`src/rtl/h2s_pkg.sv`:
```
package h2s_pkg;
   localparam int HALF_W     = 16;
   localparam int SGL_W      = 32;
   localparam int H_EXP_W    = 5;
   localparam int H_FRAC_W   = 10;
   localparam int S_EXP_W    = 8;
   localparam int S_FRAC_W   = 23;
   localparam int BIAS_DIFF  = 127 - 15;
   localparam int FRAC_SHIFT = S_FRAC_W - H_FRAC_W;

   typedef logic [HALF_W-1:0] half_t;
   typedef logic [SGL_W-1:0]  sgl_t;
endpackage

```
`src/rtl/h2s_slice_pick.sv`:
```
module h2s_slice_pick
   import h2s_pkg::*;
#(
   parameter int VEC_W = 128,
   parameter int LANES = 4
) (
   input  logic [VEC_W-1:0]             vec_i,
   input  logic                         quad_i,
   input  logic                         upper_i,
   output logic [LANES-1:0][HALF_W-1:0] lanes_o,
   output logic [LANES-1:0]             mask_o
);
   localparam int SLICE_W  = LANES * HALF_W;
   localparam int NARROW_W = SLICE_W / 2;
   localparam int NLANES   = LANES / 2;

   if (VEC_W != 2 * SLICE_W) begin : g_bad_width
      $error("h2s_slice_pick: VEC_W must equal two lane slices");
   end
   if (LANES % 2 != 0) begin : g_bad_lanes
      $error("h2s_slice_pick: LANES must be even");
   end

   logic [SLICE_W-1:0]  wide_slice;
   logic [NARROW_W-1:0] narrow_slice;
   logic [SLICE_W-1:0]  chosen;

   assign wide_slice   = upper_i ? vec_i[VEC_W-1:SLICE_W] : vec_i[SLICE_W-1:0];
   assign narrow_slice = upper_i ? vec_i[SLICE_W-1:NARROW_W] : vec_i[NARROW_W-1:0];
   assign chosen       = quad_i ? wide_slice : {{NARROW_W{1'b0}}, narrow_slice};

   for (genvar g = 0; g < LANES; g++) begin : g_lane
      assign lanes_o[g] = chosen[g*HALF_W +: HALF_W];
      if (g < NLANES) begin : g_low
         assign mask_o[g] = 1'b1;
      end else begin : g_high
         assign mask_o[g] = quad_i;
      end
   end
endmodule

```
`src/rtl/h2s_half2single.sv`:
```
module h2s_half2single
   import h2s_pkg::*;
(
   input  logic [HALF_W-1:0] half_i,
   input  logic              ftz_i,
   output logic [SGL_W-1:0]  sgl_o
);
   logic                sgn;
   logic [H_EXP_W-1:0]  hexp;
   logic [H_FRAC_W-1:0] hfrac;
   logic [3:0]          lz;
   logic                seen;
   logic [H_FRAC_W:0]   shifted;
   logic [S_EXP_W-1:0]  sexp;
   logic [H_FRAC_W-1:0] sfrac;

   assign sgn   = half_i[HALF_W-1];
   assign hexp  = half_i[HALF_W-2:H_FRAC_W];
   assign hfrac = half_i[H_FRAC_W-1:0];

   // leading-zero count over the 10-bit fraction
   always_comb begin
      lz   = 4'd0;
      seen = 1'b0;
      for (int i = H_FRAC_W - 1; i >= 0; i--) begin
         if (!seen && hfrac[i]) begin
            lz   = 4'(H_FRAC_W - 1 - i);
            seen = 1'b1;
         end
      end
   end

   assign shifted = {1'b0, hfrac} << (lz + 4'd1);

   always_comb begin
      sexp  = '0;
      sfrac = '0;
      if (hexp == '1) begin
         sexp  = '1;
         sfrac = hfrac;
      end else if (hexp == '0) begin
         if (hfrac != '0 && !ftz_i) begin
            sexp  = 8'(BIAS_DIFF) - {4'd0, lz};
            sfrac = shifted[H_FRAC_W-1:0];
         end
      end else begin
         sexp  = {3'd0, hexp} + 8'(BIAS_DIFF);
         sfrac = hfrac;
      end
   end

   assign sgl_o = {sgn, sexp, sfrac, {FRAC_SHIFT{1'b0}}};
endmodule

```
`src/rtl/h2s_out_stage.sv`:
```
module h2s_out_stage
   import h2s_pkg::*;
#(
   parameter int LANES   = 4,
   parameter bit REG_OUT = 1'b1
) (
   input  logic                    clk,
   input  logic                    rst_n,
   input  logic                    valid_i,
   input  logic [LANES-1:0]        mask_i,
   input  logic [LANES*SGL_W-1:0]  data_i,
   output logic                    valid_o,
   output logic [LANES-1:0]        mask_o,
   output logic [LANES*SGL_W-1:0]  data_o
);
   if (REG_OUT) begin : g_reg
      always_ff @(posedge clk or negedge rst_n) begin
         if (!rst_n) begin
            valid_o <= 1'b0;
            mask_o  <= '0;
            data_o  <= '0;
         end else begin
            valid_o <= valid_i;
            if (valid_i) begin
               mask_o <= mask_i;
               data_o <= data_i;
            end
         end
      end

      assert_valid_delay_R9: assert property (@(posedge clk) disable iff (!rst_n)
         valid_i |=> valid_o);
      assert_idle_delay_R9: assert property (@(posedge clk) disable iff (!rst_n)
         !valid_i |=> !valid_o);
      assert_hold_data_R9: assert property (@(posedge clk) disable iff (!rst_n)
         !valid_i |=> ($stable(data_o) && $stable(mask_o)));
   end else begin : g_comb
      assign valid_o = valid_i;
      assign mask_o  = valid_i ? mask_i : '0;
      assign data_o  = data_i;
   end
endmodule

```
`src/rtl/h2s_widen_unpack.sv`:
```
module h2s_widen_unpack
   import h2s_pkg::*;
#(
   parameter int VEC_W   = 128,
   parameter int LANES   = 4,
   parameter bit REG_OUT = 1'b1
) (
   input  logic                   clk,
   input  logic                   rst_n,
   input  logic                   in_valid,
   input  logic [VEC_W-1:0]       vec_in,
   input  logic                   quad_mode,
   input  logic                   upper_sel,
   input  logic                   ftz_en,
   output logic                   out_valid,
   output logic [LANES-1:0]       lane_valid,
   output logic [LANES*SGL_W-1:0] lane_out
);
   localparam int NLANES = LANES / 2;

   logic [LANES-1:0][HALF_W-1:0] sel_lanes;
   logic [LANES-1:0]             sel_mask;
   logic [LANES*SGL_W-1:0]       cvt_bus;

   h2s_slice_pick #(.VEC_W(VEC_W), .LANES(LANES)) pick_i (
      .vec_i   (vec_in),
      .quad_i  (quad_mode),
      .upper_i (upper_sel),
      .lanes_o (sel_lanes),
      .mask_o  (sel_mask)
   );

   for (genvar g = 0; g < LANES; g++) begin : g_cvt
      h2s_half2single cvt_i (
         .half_i (sel_lanes[g]),
         .ftz_i  (ftz_en),
         .sgl_o  (cvt_bus[g*SGL_W +: SGL_W])
      );

      assert_special_R2: assert property (@(posedge clk) disable iff (!rst_n)
         (sel_lanes[g][14:10] == 5'h1F) |->
         (cvt_bus[g*SGL_W+23 +: 8] == 8'hFF &&
          cvt_bus[g*SGL_W+13 +: 10] == sel_lanes[g][9:0] &&
          cvt_bus[g*SGL_W +: 13] == 13'd0 &&
          cvt_bus[g*SGL_W+31] == sel_lanes[g][15]));

      assert_normal_exp_R1: assert property (@(posedge clk) disable iff (!rst_n)
         (sel_lanes[g][14:10] != 5'h00 && sel_lanes[g][14:10] != 5'h1F) |->
         (cvt_bus[g*SGL_W+23 +: 8] == {3'd0, sel_lanes[g][14:10]} + 8'd112));

      assert_flush_R5: assert property (@(posedge clk) disable iff (!rst_n)
         (ftz_en && sel_lanes[g][14:10] == 5'h00) |->
         (cvt_bus[g*SGL_W +: 31] == 31'd0 &&
          cvt_bus[g*SGL_W+31] == sel_lanes[g][15]));

      assert_sub_range_R4: assert property (@(posedge clk) disable iff (!rst_n)
         (!ftz_en && sel_lanes[g][14:10] == 5'h00 && sel_lanes[g][9:0] != 10'd0) |->
         (cvt_bus[g*SGL_W+23 +: 8] <= 8'd112 && cvt_bus[g*SGL_W+23 +: 8] >= 8'd103));

      if (g >= NLANES) begin : g_hi
         assert_narrow_zero_R7: assert property (@(posedge clk) disable iff (!rst_n)
            !quad_mode |-> (cvt_bus[g*SGL_W +: SGL_W] == '0 && !sel_mask[g]));
      end
   end

   assert_mask_R8: assert property (@(posedge clk) disable iff (!rst_n)
      $countones(sel_mask) == (quad_mode ? LANES : NLANES));

   h2s_out_stage #(.LANES(LANES), .REG_OUT(REG_OUT)) out_i (
      .clk     (clk),
      .rst_n   (rst_n),
      .valid_i (in_valid),
      .mask_i  (sel_mask),
      .data_i  (cvt_bus),
      .valid_o (out_valid),
      .mask_o  (lane_valid),
      .data_o  (lane_out)
   );
endmodule

```
`config.mk`:
```
export PLATFORM = sky130hd
export DESIGN_NAME = h2s_widen_unpack
export DESIGN_NICKNAME = d
export VERILOG_FILES = /design/src/rtl/h2s_pkg.sv /design/src/rtl/h2s_slice_pick.sv /design/src/rtl/h2s_half2single.sv /design/src/rtl/h2s_out_stage.sv /design/src/rtl/h2s_widen_unpack.sv
export SDC_FILE = /design/constraint.sdc
export NUM_CORES = 1
export LEC_CHECK = 0
export ABC_AREA = 1
export BUFFER_PORTS_ARGS = -buffer_cell sky130_fd_sc_hd__buf_2
export CORE_ASPECT_RATIO = 0.8
export CORE_MARGIN = 8
export CORE_UTILIZATION = 51
export DETAILED_ROUTE_END_ITERATION = 7
export GPL_TIMING_DRIVEN = 0
export PLACE_DENSITY = 0.81
export SYNTH_ARGS = -nofsm -noshare
export SYNTH_HDL_FRONTEND = slang
export SYNTH_SLANG_ARGS = --single-unit
```
`constraint.sdc`:
```
create_clock -name clk -period 1.4 [get_ports clk]
set_input_delay 0.14 -clock clk [delete_from_list [all_inputs] [get_ports clk]]
set_output_delay 0.14 -clock clk [all_outputs]
set_load 0.1 [all_outputs]
```
==> out/qor.txt <==
Post-synth EDFFs: 0
Compound-Gate Fraction of Synth Area: 16.52%
post-route cell area: 13040 um2
total track usage: 37.45%
Reg2Reg Setup Slack: 0.60 ns
Tot Pwr: 13.63 mW
met1 usage: 43.99%
ys flop type: dfrtp_1
Hold WC Path Type: primary input to register
Final Non-Filler Cells: 1865
FILL cells: 738
Clk Tree Root Cell: clkbuf_16
Clock Sinks: 75
Residual DRC: 42
HPWL after detailed placement: 25160 um
Util after Layout: 87.70%
fin crit share: 173.3%
Hold Vio Cnt, Final: 0
die height: 125.7 um
Hold Path End: out_i.data_o[127]
Post-Synth XOR/XNOR Area: 0.5713%
global-route met3 utilization: 12.03%
number of synthesis warnings: 0
Finish-stage setup viols: 67
Internal Power: 6.361 mW
Mapped Area: 7665 um2
mux cell area share after synthesis: 0%
Max-Cap Viols: 0
maximum vdd ir drop: 1.119 mV
met2 usage: 59.51%
worst-path maximum fanout: 5
placed inst area: 9643 um2
via density per instance: 6.359
largest cells by area after synthesis: dfrtp_1 (24%), nand2_1 (12%), nand3_1 (9.3%), nor2_1 (7.8%), buf_4 (6.5%)
final hold slack: 0.02831 ns
io pins: 267
clock power share: 18.1%
CP required: 1.62 ns
synth unique cells: 54
failing checks: design-rule violations, negative setup slack
WS Path Type: primary input to register
synthesized area per cell: 6.335 um2
simple-gate portion of the synthesized area: 39.21%
most frequent cells in the layout: buf_2 (208), buf_4 (206), nand2_1 (196)
post-route antenna net violation count: 0
first-pass GRT wire length: 57730 um
Final nets: 1812
Final Worst Setup Slack: -1.026 ns
# H-tree levels: 3
Worst EP arrival: 2.65 ns
main combinational cell family by area after synthesis: simple AND/OR/NAND/NOR gates
Sw Share: 53.32%
worst reg-to-reg path cell count: 1
sequential share of power: 19.1%
chip width: 153.1 um
switching power: 7.267 mW
Logic pwr share: 62.9%
Synth top area share: 24.49%
CTS tree: yes
synth-to-layout area growth: 70.08%
Critical Path End Type: register
PD cells: 1045 nW/um2
Vias: 11860
gpl congestion: 0.9919
hold path startpoint: vec_in[127]
Worst R2R End: out_i.mask_o[1]
share of flip-flops with an asynchronous set or reset: 100.0%
total wire length: 44490 um
fin crit period: 2.426 ns
row count: 40
Pre-antenna DRT Iters: 8
commonest non-fill, non-tap cell in the layout: buf_2
Pins Over Slew Limit: 0
Synth Instances: 1210
post-synth top area cell: dfrtp_1
post-synthesis register bit count: 75
DR iter-0 viols: 2183
Least-Margin Pin Slew: 1.035 ns
Critical Path Start Type: primary input
area of the core: 14860 um2
unrepaired setup endpoints after global routing: yes
sequential-to-total area share from yosys stat: 24.49%
Worst slew margin: 31.02%
Fmax achieved: 412.2 MHz
status: finished with violations
Initial Utilization: 51.57%
Clock Skews: 0 ns
vias in the first global route: 10490
clk slew on worst S/H paths: 0.07 ns
setup TNS: -48.47 ns
GRT overflow: 0
PortBufs: 212
largest net degree at the start of global routing: 70
CTS Buf Count: 9
Longest Clk Path Bufs: 2
crit-path cells: buf_12, inv_8, buf_8, nor2_1, a21oi_2, buf_4, nand2_1, nand2_1, nand2_2, nand2_2, nand2_4, nand2_4, inv_4, ha_4, clkbuf_16, nand3_2, nand2_2, nand2_1, o211ai_1, a21oi_1
Routed WL per cell: 23.85 um
DP Worst Slack: -1.548 ns
cell count after placement: 1663
LEAKAGE: 6.431 nW
slowest CP cell: ha_4
share of cells above drive strength 1: 52.06%
GRT Max-Usage Layer: met2
CP peak stage delay: 0.35 ns
initial antenna violation count: 1
Clock Latency Late Sink: 0.35 ns
Worst R2R Start: out_i.mask_o[1]
Hold Crit Depth: 3
full die area: 19230 um2
area share of fa/ha/maj cells after synthesis: 1.306%
==> power by group through the flow <==
stage	clock network, mW	logic (mW)	registers, mW
after global placement	0	6.43	2.61
after CTS	2.40	7.56	2.58
after global routing	2.50	8.82	2.61
after floorplan	0	3.30	4.47
final	2.46	8.57	2.60
after detailed placement	0	6.45	2.62
==> how the worst max path moves through the flow <==
stage | from | end | slack (ns)
global placement | upper_sel | out_i.data_o[112] | -1.54
CTS | upper_sel | out_i.data_o[21] | -0.74
global route | upper_sel | out_i.data_o[86] | -1.03
floorplan | upper_sel | out_i.data_o[111] | -0.97
detailed placement | upper_sel | out_i.data_o[111] | -1.55
finish | upper_sel | out_i.data_o[49] | -1.03
==> flip-flops by register name, summed over array words and instances, names as in the netlist <==
name and count:
out_i.data_o 72, out_i.mask_o 2, out_i.valid_o 1
==> layer usage <==
metal,routed length (um),vias to the layer above
met5,0,-
met4,3798,0
met1,14900,5333
li1,-,4774
met2,18690,1311
met3,7099,441
==> final cells by class <==
cell class | instances | area, um2 | share of cell area (%)
timing repair inverter | 1 | 8.758 | 0.06718
antenna | 1 | 2.502 | 0.01920
buffer | 110 | 1100 | 8.436
clock inverter | 5 | 53.80 | 0.4127
sequential | 75 | 1884 | 14.45
timing repair buffer | 397 | 2803 | 21.50
multi-input combinational | 932 | 6077 | 46.62
inverter | 144 | 628.1 | 4.818
tap | 189 | 236.5 | 1.814
clock buffer | 11 | 242.7 | 1.862
==> cell families (layout without fill, tap and decap cells) <==
kind of cell	after synthesis	in the layout
AOI/OAI and AO/OA	219	219
xor gates and xnor gates	2	2
adders and majority gates	8	8
buffers and inverters	255	668
DFF	75	75
other	1	53
and+or+nand+nor	650	651
==> Yosys cell counts, drive strengths merged, types with 2 or more instances <==
cell	number
a21oi	98
a22oi	2
a31oi	19
buf	91
clkbuf	20
clkinv	2
dfrtp	75
ha	8
inv	142
nand2	273
nand3	145
nand3b	3
nand4	15
nor2	178
nor3	21
o211ai	15
o21a	6
o21ai	71
o22a	2
o31ai	2
or2	13
xor2	2
==> repair_timing <==
item,4_1_cts,5_1_grt
gates resized for setup,255,140
gates cloned,15,1
pin swaps,111,86
hold buffers,2,0
setup endpoints to repair,67,68
hold endpoints to repair,76,0
buffers inserted,123,48
==> critical path, delay by kind of cell <==
kind	cells	cell delay [ns]
buffers and inverters	6	0.77
AND/OR/NAND/NOR	10	0.91
adder cells (fa/ha/maj)	1	0.35
AO/OA/AOI/OAI	3	0.44
Note: power is estimated with default switching activity, not from simulation.
